File: config.mk
export PLATFORM = sky130hd
export DESIGN_NAME = vtlb_xlate
export DESIGN_NICKNAME = d
export VERILOG_FILES = /design/src/rtl/vtlb_pkg.sv /design/src/rtl/vtlb_joint.sv /design/src/rtl/vtlb_micro.sv /design/src/rtl/vtlb_port.sv /design/src/rtl/vtlb_xlate.sv
export SDC_FILE = /design/constraint.sdc
export NUM_CORES = 2
export LEC_CHECK = 0
export BUFFER_PORTS_ARGS = -buffer_cell sky130_fd_sc_hd__buf_2
export CAP_MARGIN = 15
export CORE_MARGIN = 3
export CORE_UTILIZATION = 45
export DETAILED_ROUTE_END_ITERATION = 8
export HOLD_SLACK_MARGIN = 0.08
export SYNTH_ARGS = -nofsm -noshare
export SYNTH_HDL_FRONTEND = slang
export SYNTH_SLANG_ARGS = --single-unit
File: constraint.sdc
create_clock -name clk -period 3.5 [get_ports clk]
set_input_delay 0.7 -clock clk [delete_from_list [all_inputs] [get_ports clk]]
set_output_delay 0.7 -clock clk [all_outputs]
set_load 0.005 [all_outputs]
File: src/rtl/vtlb_pkg.sv
package vtlb_pkg;
    localparam int VA_W    = 32;
    localparam int PAGE_W  = 12;
    localparam int VPN_W   = VA_W - PAGE_W;
    localparam int VPN2_W  = VPN_W - 1;
    localparam int PFN_W   = VPN_W;
    localparam int JTLB_N  = 16;
    localparam int UTLB_N  = 3;
    localparam int JIDX_W  = $clog2(JTLB_N);
    localparam int RR_W    = (UTLB_N > 1) ? $clog2(UTLB_N) : 1;
    localparam int NPORT   = 2;

    typedef struct packed {
        logic [PFN_W-1:0] pfn;
        logic             v;
        logic             d;
    } jhalf_t;

    typedef struct packed {
        logic [VPN2_W-1:0] vpn2;
        jhalf_t            even;
        jhalf_t            odd;
    } jent_t;

    typedef struct packed {
        logic             v;
        logic [VPN_W-1:0] vpn;
        logic [PFN_W-1:0] pfn;
        logic             d;
    } uent_t;

    typedef struct packed {
        uent_t [UTLB_N-1:0] ent;
        logic  [RR_W-1:0]   rr;
    } micro_st_t;

    typedef enum logic {ST_IDLE, ST_WALK} pstate_e;

    typedef struct packed {
        pstate_e          st;
        logic [VA_W-1:0]  pend;
        logic             rv;
        logic [VA_W-1:0]  pa;
        logic             miss;
        logic             dirty;
    } port_st_t;
endpackage

File: src/rtl/vtlb_joint.sv
module vtlb_joint
    import vtlb_pkg::*;
(
    input  logic                         clk,
    input  logic                         rst_n,
    input  logic                         wr_en,
    input  logic [JIDX_W-1:0]            wr_idx,
    input  jent_t                        wr_ent,
    input  logic [NPORT-1:0][VPN_W-1:0]  lk_vpn,
    output logic [NPORT-1:0]             lk_hit,
    output logic [NPORT-1:0][PFN_W-1:0]  lk_pfn,
    output logic [NPORT-1:0]             lk_dirty
);
    jent_t [JTLB_N-1:0] tab_d, tab_q;

    always_comb begin
        tab_d = tab_q;
        if (wr_en) begin
            tab_d[wr_idx] = wr_ent;
        end
    end

    always_ff @(posedge clk) begin
        if (!rst_n) begin
            tab_q <= '0;
        end else begin
            tab_q <= tab_d;
        end
    end

    // One parallel search per port; lowest index with a valid matching half wins.
    for (genvar p = 0; p < NPORT; p++) begin : g_look
        always_comb begin
            jhalf_t h;
            lk_hit[p]   = 1'b0;
            lk_pfn[p]   = '0;
            lk_dirty[p] = 1'b0;
            for (int i = JTLB_N - 1; i >= 0; i--) begin
                h = lk_vpn[p][0] ? tab_q[i].odd : tab_q[i].even;
                if (tab_q[i].vpn2 == lk_vpn[p][VPN_W-1:1] && h.v) begin
                    lk_hit[p]   = 1'b1;
                    lk_pfn[p]   = h.pfn;
                    lk_dirty[p] = h.d;
                end
            end
        end
    end

    // a written entry is visible to the lookup on the next cycle.
    a_r8_write_visible: assert property (@(posedge clk) disable iff (!rst_n)
        wr_en |=> (tab_q[$past(wr_idx)] == $past(wr_ent)));
endmodule

File: src/rtl/vtlb_micro.sv
module vtlb_micro
    import vtlb_pkg::*;
(
    input  logic             clk,
    input  logic             rst_n,
    input  logic [VPN_W-1:0] lk_vpn,
    output logic             lk_hit,
    output logic [PFN_W-1:0] lk_pfn,
    output logic             lk_dirty,
    input  logic             flush,
    input  logic             fill,
    input  logic [VPN_W-1:0] fill_vpn,
    input  logic [PFN_W-1:0] fill_pfn,
    input  logic             fill_dirty
);
    micro_st_t q, d;
    logic [UTLB_N-1:0] match;
    logic [UTLB_N-1:0] vld;

    for (genvar k = 0; k < UTLB_N; k++) begin : g_cmp
        assign match[k] = q.ent[k].v && (q.ent[k].vpn == lk_vpn);
        assign vld[k]   = q.ent[k].v;
    end

    always_comb begin
        lk_hit   = 1'b0;
        lk_pfn   = '0;
        lk_dirty = 1'b0;
        for (int k = 0; k < UTLB_N; k++) begin
            if (match[k]) begin
                lk_hit   = 1'b1;
                lk_pfn   = q.ent[k].pfn;
                lk_dirty = q.ent[k].d;
            end
        end
    end

    always_comb begin
        d = q;
        if (flush) begin
            for (int k = 0; k < UTLB_N; k++) begin
                d.ent[k].v = 1'b0;
            end
        end else if (fill) begin
            d.ent[q.rr] = '{v: 1'b1, vpn: fill_vpn, pfn: fill_pfn, d: fill_dirty};
            d.rr        = (q.rr == RR_W'(UTLB_N - 1)) ? '0 : q.rr + 1'b1;
        end
    end

    always_ff @(posedge clk) begin
        if (!rst_n) begin
            q <= '0;
        end else begin
            q <= d;
        end
    end

    a_r7_single_match: assert property (@(posedge clk) disable iff (!rst_n)
        $onehot0(match));
    a_r7_rr_in_range: assert property (@(posedge clk) disable iff (!rst_n)
        q.rr < RR_W'(UTLB_N));
    a_r8_flush_empties: assert property (@(posedge clk) disable iff (!rst_n)
        flush |=> (vld == '0));
endmodule

File: src/rtl/vtlb_port.sv
module vtlb_port
    import vtlb_pkg::*;
(
    input  logic             clk,
    input  logic             rst_n,
    input  logic             req_valid,
    output logic             req_ready,
    input  logic             req_kern,
    input  logic [VA_W-1:0]  req_vaddr,
    output logic             rsp_valid,
    output logic [VA_W-1:0]  rsp_paddr,
    output logic             rsp_miss,
    output logic             rsp_dirty,
    output logic [VA_W-1:0]  rsp_vaddr,
    output logic [VPN_W-1:0] jt_vpn,
    input  logic             jt_hit,
    input  logic [PFN_W-1:0] jt_pfn,
    input  logic             jt_dirty,
    input  logic             tbl_wr
);
    port_st_t q, d;
    logic             u_hit;
    logic [PFN_W-1:0] u_pfn;
    logic             u_dirty;
    logic             fill;

    assign fill = (q.st == ST_WALK) && jt_hit && !tbl_wr;

    vtlb_micro u_micro (
        .clk        (clk),
        .rst_n      (rst_n),
        .lk_vpn     (req_vaddr[VA_W-1:PAGE_W]),
        .lk_hit     (u_hit),
        .lk_pfn     (u_pfn),
        .lk_dirty   (u_dirty),
        .flush      (tbl_wr),
        .fill       (fill),
        .fill_vpn   (q.pend[VA_W-1:PAGE_W]),
        .fill_pfn   (jt_pfn),
        .fill_dirty (jt_dirty)
    );

    always_comb begin
        d      = q;
        d.rv   = 1'b0;
        d.miss = 1'b0;
        case (q.st)
            ST_IDLE: begin
                if (req_valid) begin
                    d.pend = req_vaddr;
                    if (req_kern) begin
                        d.rv    = 1'b1;
                        d.pa    = req_vaddr;
                        d.dirty = 1'b1;
                    end else if (u_hit) begin
                        d.rv    = 1'b1;
                        d.pa    = {u_pfn, req_vaddr[PAGE_W-1:0]};
                        d.dirty = u_dirty;
                    end else begin
                        d.st = ST_WALK;
                    end
                end
            end
            ST_WALK: begin
                d.st = ST_IDLE;
                d.rv = 1'b1;
                if (jt_hit) begin
                    d.pa    = {jt_pfn, q.pend[PAGE_W-1:0]};
                    d.dirty = jt_dirty;
                end else begin
                    d.pa    = '0;
                    d.dirty = 1'b0;
                    d.miss  = 1'b1;
                end
            end
            default: d.st = ST_IDLE;
        endcase
    end

    always_ff @(posedge clk) begin
        if (!rst_n) begin
            q <= '0;
        end else begin
            q <= d;
        end
    end

    assign req_ready = (q.st == ST_IDLE);
    assign rsp_valid = q.rv;
    assign rsp_paddr = q.pa;
    assign rsp_miss  = q.miss;
    assign rsp_dirty = q.dirty;
    assign rsp_vaddr = q.pend;
    assign jt_vpn    = q.pend[VA_W-1:PAGE_W];

    a_r1_kernel_identity: assert property (@(posedge clk) disable iff (!rst_n)
        (req_valid && req_ready && req_kern) |=>
            (rsp_valid && !rsp_miss && rsp_paddr == $past(req_vaddr)));
    a_r3_walk_responds: assert property (@(posedge clk) disable iff (!rst_n)
        !req_ready |=> (rsp_valid && req_ready));
    a_r3_offset_kept: assert property (@(posedge clk) disable iff (!rst_n)
        (rsp_valid && !rsp_miss) |-> (rsp_paddr[PAGE_W-1:0] == rsp_vaddr[PAGE_W-1:0]));
    a_r5_miss_no_addr: assert property (@(posedge clk) disable iff (!rst_n)
        rsp_miss |-> (rsp_valid && rsp_paddr == '0 && !rsp_dirty));
endmodule

File: src/rtl/vtlb_xlate.sv
module vtlb_xlate
    import vtlb_pkg::*;
(
    input  logic              clk,
    input  logic              rst_n,
    input  logic              if_req_valid,
    output logic              if_req_ready,
    input  logic              if_req_kern,
    input  logic [VA_W-1:0]   if_req_vaddr,
    output logic              if_rsp_valid,
    output logic [VA_W-1:0]   if_rsp_paddr,
    output logic              if_rsp_miss,
    output logic              if_rsp_dirty,
    input  logic              dt_req_valid,
    output logic              dt_req_ready,
    input  logic              dt_req_kern,
    input  logic [VA_W-1:0]   dt_req_vaddr,
    output logic              dt_rsp_valid,
    output logic [VA_W-1:0]   dt_rsp_paddr,
    output logic              dt_rsp_miss,
    output logic              dt_rsp_dirty,
    input  logic              tw_en,
    input  logic [JIDX_W-1:0] tw_index,
    input  logic [VPN2_W-1:0] tw_vpn2,
    input  logic [PFN_W-1:0]  tw_pfn_even,
    input  logic              tw_valid_even,
    input  logic              tw_dirty_even,
    input  logic [PFN_W-1:0]  tw_pfn_odd,
    input  logic              tw_valid_odd,
    input  logic              tw_dirty_odd,
    output logic              exc_valid,
    output logic [VA_W-1:0]   exc_vaddr,
    output logic              exc_fetch
);
    localparam int P_IF = 0;
    localparam int P_DT = 1;

    logic [NPORT-1:0][VPN_W-1:0] jt_vpn;
    logic [NPORT-1:0]            jt_hit;
    logic [NPORT-1:0][PFN_W-1:0] jt_pfn;
    logic [NPORT-1:0]            jt_dirty;
    logic [VA_W-1:0]             if_va, dt_va;
    logic                        if_fault, dt_fault;
    jent_t                       wr_ent;

    assign wr_ent = '{vpn2: tw_vpn2,
                      even: '{pfn: tw_pfn_even, v: tw_valid_even, d: tw_dirty_even},
                      odd:  '{pfn: tw_pfn_odd,  v: tw_valid_odd,  d: tw_dirty_odd}};

    vtlb_joint u_joint (
        .clk      (clk),
        .rst_n    (rst_n),
        .wr_en    (tw_en),
        .wr_idx   (tw_index),
        .wr_ent   (wr_ent),
        .lk_vpn   (jt_vpn),
        .lk_hit   (jt_hit),
        .lk_pfn   (jt_pfn),
        .lk_dirty (jt_dirty)
    );

    vtlb_port u_ifp (
        .clk       (clk),
        .rst_n     (rst_n),
        .req_valid (if_req_valid),
        .req_ready (if_req_ready),
        .req_kern  (if_req_kern),
        .req_vaddr (if_req_vaddr),
        .rsp_valid (if_rsp_valid),
        .rsp_paddr (if_rsp_paddr),
        .rsp_miss  (if_rsp_miss),
        .rsp_dirty (if_rsp_dirty),
        .rsp_vaddr (if_va),
        .jt_vpn    (jt_vpn[P_IF]),
        .jt_hit    (jt_hit[P_IF]),
        .jt_pfn    (jt_pfn[P_IF]),
        .jt_dirty  (jt_dirty[P_IF]),
        .tbl_wr    (tw_en)
    );

    vtlb_port u_dtp (
        .clk       (clk),
        .rst_n     (rst_n),
        .req_valid (dt_req_valid),
        .req_ready (dt_req_ready),
        .req_kern  (dt_req_kern),
        .req_vaddr (dt_req_vaddr),
        .rsp_valid (dt_rsp_valid),
        .rsp_paddr (dt_rsp_paddr),
        .rsp_miss  (dt_rsp_miss),
        .rsp_dirty (dt_rsp_dirty),
        .rsp_vaddr (dt_va),
        .jt_vpn    (jt_vpn[P_DT]),
        .jt_hit    (jt_hit[P_DT]),
        .jt_pfn    (jt_pfn[P_DT]),
        .jt_dirty  (jt_dirty[P_DT]),
        .tbl_wr    (tw_en)
    );

    // Data misses take precedence when both ports fault together.
    assign if_fault  = if_rsp_valid && if_rsp_miss;
    assign dt_fault  = dt_rsp_valid && dt_rsp_miss;
    assign exc_valid = if_fault || dt_fault;
    assign exc_fetch = !dt_fault && if_fault;
    assign exc_vaddr = dt_fault ? dt_va : (if_fault ? if_va : '0);

    a_r10_data_first: assert property (@(posedge clk) disable iff (!rst_n)
        (dt_rsp_valid && dt_rsp_miss) |-> (exc_valid && !exc_fetch));
    a_r10_fetch_source: assert property (@(posedge clk) disable iff (!rst_n)
        (exc_valid && exc_fetch) |-> (if_rsp_valid && if_rsp_miss));
endmodule

# [After elaboration in Yosys (flattened, before gate mapping)]
# Cells that the tools add are included.
# Widths: inputs -> output; s select.
[totals] inputBits=138 reg_bits=1400 wordCells=453 output_inout_bits=106
[op_classes] eq_ne=44 n_bitwise=4 n_addsub=2 n_reduce_logical=60 order_cmp=6 n_mux=187
[ops] cell="$bwmux 1008" n=1
[ops] cell="$mux 20" n=38
[ops] cell="$mux 22" n=32
[ops] cell="$eq 19x19->1" n=32
[ops] cell="$bwmux 126" n=2
[ops] cell="$demux 63 s4" n=1
[ops] cell="$demux 42 s2" n=2
[ops] cell="$mux 33" n=4
[ops] cell="$mux 66" n=2
[ops] cell="$pmux 33 s2" n=2
[ops] cell="$mux 32" n=4
[ops] cell="$eq 20x20->1" n=6
[ops] cell="$mux 1" n=90
[ops] cell="$mux 42" n=2
[ops] cell="$mux 63" n=1
[ops] cell="$logic_and 1x1->1" n=48
[ops] cell="$reduce_and 2->1" n=8
[ops] cell="$pmux 1 s2" n=4
[ops] cell="$lt 2x3->1 const B" n=2
[ops] cell="$ne 3x1->1 const B" n=2
[ops] cell="$lt 4x5->1 const B" n=1
[ops] cell="$add 2x1->2 const B" n=2
[ops] cell="$eq 2x2->1 const B" n=2
[ops] cell="$ge 2x1->1 const B" n=2
[ops] cell="7 further kinds" n=13

# [Depth between registers and ports, before layout]
[logic_depth] ltp_word=21 mapped_depth=14

# [By module]
# Synthesis repeated with hierarchy kept, for this count alone.
[hier_totals] hier_cells=9821 area_unflattened_um2=79107.1
[by_module_without_submodules] module="vtlb_joint" cells_each=7317 area_per_inst_um2=58780.1 n_inst=1
[by_module_without_submodules] module="vtlb_micro" cells_each=752 area_per_inst_um2=6163.4 n_inst=2
[by_module_without_submodules] module="vtlb_port" cells_each=440 area_per_inst_um2=3633.5 n_inst=2
[by_module_without_submodules] module="vtlb_xlate" cells_each=120 area_per_inst_um2=733.2 n_inst=1

# [Worst setup path after synthesis]
# OpenSTA, ideal clock, no wires.
[synth_timing] path_kind="in2reg" start="in dt_req_vaddr[19]" end="reg u_dtp.q (netlist bit u_dtp.rsp_paddr[6])" path_buffers=2 required_ns=3.372 path_slack_ns=0.478 stages=10 t_arrival_ns=2.894 cell_sequence="clkbuf_1 -> xnor2_1 -> nand4_1 -> or4_1 -> nor2_1 -> o41a_1 -> clkbuf_1 -> mux2_2 -> a22oi_1 -> nor2_1"
[synth_via] elab_chain_cells=7
[synth_lines] element="start: declaration" line="vtlb_xlate.sv:17" text="input logic [VA_W-1:0] dt_req_vaddr,"
[synth_lines] element="$eq 20x20->1" line="vtlb_micro.sv:21" text="assign match[k] = q.ent[k].v && (q.ent[k].vpn == lk_vpn);"
[synth_lines] element="$logic_and 1x1->1" line="vtlb_micro.sv:21"
[synth_lines] element="$mux 1 (2 in a row)" line="vtlb_micro.sv:30" text="if (match[k]) begin"
[synth_lines] element="$mux 1 *" line="vtlb_micro.sv:30"
[synth_lines] element="$ne 3x1->1 (no source line) *"
[synth_lines] element="$reduce_and 2->1 (no source line) *"
[synth_lines] element="end signal: assignment" line="vtlb_port.sv:82" text="q <= '0;"
[synth_lines] element="end signal: assignment" line="vtlb_port.sv:84" text="q <= d;"
[synth_lines] element="end: declaration" line="vtlb_port.sv:21" text="port_st_t q, d;"
# Mark *: on every way between the ends. The rest lies on a longest branch, timed or not.
# A chain may end at the register's enable or synchronous reset.

# [Final worst setup path]
[layout_timing] start="reg u_ifp.q (netlist bit u_ifp.rsp_vaddr[28])" end="reg u_ifp.q (netlist bit u_ifp.rsp_paddr[28])"
[layout_via] elab_chain_cells=20
[layout_lines] element="start: declaration" line="vtlb_port.sv:21"
[layout_lines] element="start signal: assignment" line="vtlb_port.sv:82"
[layout_lines] element="start signal: assignment" line="vtlb_port.sv:84"
[layout_lines] element="$eq 19x19->1" line="vtlb_joint.sv:40" text="if (tab_q[i].vpn2 == lk_vpn[p][VPN_W-1:1] && h.v) begin"
[layout_lines] element="$logic_and 1x1->1" line="vtlb_joint.sv:40"
[layout_lines] element="$mux 20 or $mux 1 (tied branches) (16 in a row)" line="vtlb_joint.sv:40"
[layout_lines] element="$mux 32 *" line="vtlb_port.sv:67" text="if (jt_hit) begin"
[layout_lines] element="$pmux 33 s2 *" line="vtlb_port.sv:47" text="case (q.st)"
# Marked as above.

==> results.md <==
* Status: finished with violations
* Failing checks: setup timing
* Total CTS buffers at around 160
* Synthesized area at roughly 0.076 mm^2
* Fin crit period at 3.525 ns
* Starting Density at 45.46%
* Filler Cell Count at 15.54k
* Most frequent cells after synthesis: 2430 x nand2_1, 1400 x dfxtp_1, 1288 x a21oi_1
* Met2 WL post-DR at 148800 um
* Final Slew Violations at 0
* Routed wire length at between 300000 and 400000 um
* Share of cells above drive strength 1 at around a fifth
* Die area at approximately 0.17 mm^2
* Number of I/O port buffers at about 240
* Crit path arrival time at approximately 4.3 ns
* Clk buf depth at 3
* Core Box Area at ~0.17 mm^2
* Worst r2r src: u_ifp.rsp_vaddr[28]
* Max Cap Viol at 0
* Clk slew on worst S/H paths at about 0.06 ns
* R2R cell count at 13
* Mean area per synthesized cell at slightly below 8 um^2
* Most common cell in the synthesized netlist: nand2_1
* FF-to-FF End: u_ifp.rsp_paddr[28]
* Path type of the worst setup path: reg -> reg
* Drt first pass iters at 9
* Flops & latches, synth at around 1.4k
* Clk Tree Root Cell: clkbuf_16
* Vias in the first global route at around 70k
* Post-Place Cell Area at around 0.085 mm^2
* Critical path required time at around 4.3 ns
* GP Congestion at between 1 and 1.5
* Number of flops mapped to enable cells by yosys at 0
* Largest area contributor in the synthesized netlist: dfxtp_1
* GRT Residual Overflow at 0
* Post-DR wirelength/cell at about 30 um
* R2R setup slack at -0.02 ns
* Largest net degree at the start of global routing at around 190
* Die Y at around 420 um
* Core Rows at 150
* Layout net count at 10.19k
* Top FF cell, synth: dfxtp_1
* Rel. slew slack at roughly a third
* Met3 routed WL at 46530 um
* Period utilisation layout at 100.7%
* Avg Vias per Cell at roughly 6.3
* Max FO, Critical Path at 10
* Max layer used: met5
* DR iter-0 viols at 11.52k
* Leakage power at ~34 nW
* Top cells by area, synth: dfxtp_1 37%, nand2_1 12%, a21oi_1 8.4%
* Worst hold endpoint: u_dtp.rsp_vaddr[0]
* Syn Inst Count at between 9k and 10k
* TritonCTS sink count at between 1k and 1.5k
* Net Count, Synth at between 9k and 10k
* CTS tree: yes
* Hold Fails Final Rpt at 0
* Worst slew pin tran at between 1 and 1.5 ns
* Vias at between 70k and 80k
* Min-delay src: dt_req_vaddr[0]
* Maximum vdd drop at roughly 0.48 mV
* Die X at roughly 420 um
* Met1 wire length at between 150000 and 200000 um
* Syn-to-layout area delta at 21.25%
* Final setup margin at -0.02499 ns
* Setup violators final at 1
* Count of cell types in the netlist at 106
* RSZ-0062 raised after global routing: yes
* Clock Skew at approximately 0.037 ns
* Synth top area share at a little under two fifths
* Dpl ws at -0.6865 ns
* Final instance area at between 0.09 and 0.1 mm^2
* Clock latency on the worst-skew pair at between 0.8 and 0.9 ns
* Synth warn at 0
* Overall routing resource usage at 40.02%
* H-tree Lvls at 4
* Fmax at about 280 MHz
* Hold WC Path Type: in -> reg
* PwrDens at between 400 and 500 mW/mm^2
* # DRC at 0
* Total Power at 39.18 mW
* Crit end category: register
* First-pass GRT wire length at approximately 520000 um
* DP HPWL at around 260000 um
* Ys async rst share at 0%
* Io pins at approximately 240
* WHS Path Cells at 3
* Sequential fraction of the synthesis area at a little under two fifths
* Post-DRT Antenna Nets at 0
* Startpoint Class: register
* Initial antenna violation count at 12
## worst max-delay path, cell delays in order, from the launching register on
cell,delay [ns]
dfxtp_2,0.44
buf_4,0.19
xor2_1,0.07
nor4_1,0.36
buf_4,0.19
nand2_1,0.13
buf_12,0.19
buf_4,0.17
o32a_1,0.19
a221o_1,0.37
a2111oi_4,0.51
buf_4,0.24
o2bb2ai_4,0.13
a211oi_2,0.23
## how the worst max path moves through the flow
stage	startpoint	endpoint	slack [ns]
after global routing	u_dtp.rsp_vaddr[31]	u_dtp.u_micro.q[57]	-0.02
final	u_ifp.rsp_vaddr[28]	u_ifp.rsp_paddr[28]	-0.02
after floorplan	dt_req_vaddr[19]	u_dtp.rsp_paddr[6]	0.48
after CTS	u_dtp.rsp_vaddr[14]	u_dtp.rsp_dirty	0.0001
after detailed placement	u_ifp.rsp_vaddr[15]	u_ifp.rsp_paddr[19]	-0.69
after global placement	u_dtp.rsp_vaddr[23]	u_dtp.rsp_dirty	-1.62
## routing by layer
layer	vias up	global-route usage [%]
met5	-	0
met4	4	17.15
met3	868	11.54
met2	5058	56.43
met1	37880	56.42
li1	34610	-
## power by group
part	switching [mW]	leakage (nW)	internal, mW
Clock	7.40	2.66	10.2
Combinational	3.39	19.5	1.68
Sequential	0.286	11.3	16.2
## what timing repair did
action | CTS | global route
hold endpoints to repair | 4 | 0
resized for setup | 139 | 189
setup endpoints to repair | 309 | 255
buffers inserted | 7 | 12
hold buffers | 4 | 0
cloned | 0 | 2
pin swaps | 20 | 49
## through the flow
step / cells / setup TNS, ns / utilization [%] / hold slack (ns)
floorplan: 9718 / 0 / - / 0.4325
global placement: 12070 / -66.20 / 50.86 / 0.4443
detailed placement: 12080 / -69.32 / 50.87 / 0.4541
CTS: 12380 / 0 / 54.53 / 0.08078
global route: 12390 / -0.1167 / 55.11 / 0.1242
finish: 12400 / -0.02499 / 55.12 / 0.1386
## state kept, by name (all words and copies together), names as in the netlist
register and cells:
u_dtp.u_micro.q 128, u_ifp.q 1, u_dtp.rsp_miss 1, u_dtp.rsp_paddr 32, u_dtp.rsp_vaddr 32, u_ifp.u_micro.q 128, u_ifp.rsp_miss 1, u_ifp.rsp_dirty 1
u_ifp.rsp_valid 1, u_dtp.rsp_valid 1, u_dtp.q 1, u_dtp.rsp_dirty 1, u_joint.tab_q 1008, u_ifp.rsp_paddr 32, u_ifp.rsp_vaddr 32
## placed cells by master, fill, tap and decap left out, types with 32 or more instances in the layout
cell | netlist | final
nor3_1 | 115 | 101
a22o_1 | 32 | 32
xor2_1 | 423 | 422
clkbuf_16 | 0 | 167
a211oi_1 | 89 | 79
buf_2 | 138 | 244
xnor2_1 | 300 | 295
o21ai_0 | 211 | 193
o32ai_1 | 42 | 37
nand3_1 | 145 | 137
o2111ai_1 | 53 | 51
dfxtp_1 | 1400 | 1362
a221o_1 | 32 | 32
nor2_1 | 194 | 172
a2111oi_0 | 111 | 54
mux2_2 | 285 | 285
a2111oi_1 | 10 | 33
o21ai_1 | 28 | 43
mux2i_1 | 420 | 417
and2_1 | 44 | 40
a31oi_1 | 59 | 58
nor4_1 | 147 | 119
o22ai_1 | 32 | 32
nand2_1 | 2430 | 2418
nor2b_1 | 68 | 67
clkbuf_8 | 0 | 36
buf_4 | 84 | 752
buf_12 | 0 | 177
a21oi_1 | 1288 | 1287
clkbuf_1 | 752 | 35
nand4_1 | 114 | 114
## final cells by class
| cell class | instances | area, um^2 | area share, % |
|---|---|---|---|
| Timing Repair Buffer | 1209 | 10880 | 11.75 |
| Tap cell | 2204 | 2758 | 2.978 |
| Multi-Input combinational cell | 7259 | 45310 | 48.94 |
| Antenna cell | 8 | 20.02 | 0.02162 |
| Inverter | 24 | 97.59 | 0.1054 |
| Sequential cell | 1400 | 28110 | 30.36 |
| Clock buffer | 236 | 4756 | 5.136 |
| Clock inverter | 55 | 654.4 | 0.7067 |
## logic make-up after synthesis
group | Yosys count | share of synthesized area, %
buffers and inverters | 1059 | 6.077
DFF | 1400 | 36.70
muxes | 708 | 9.757
xor gates and xnor gates | 729 | 8.420
and+or+nand+nor | 3406 | 19.06
AOI/OAI and AO/OA | 2416 | 19.98
Power figures use the tool's default switching activity.
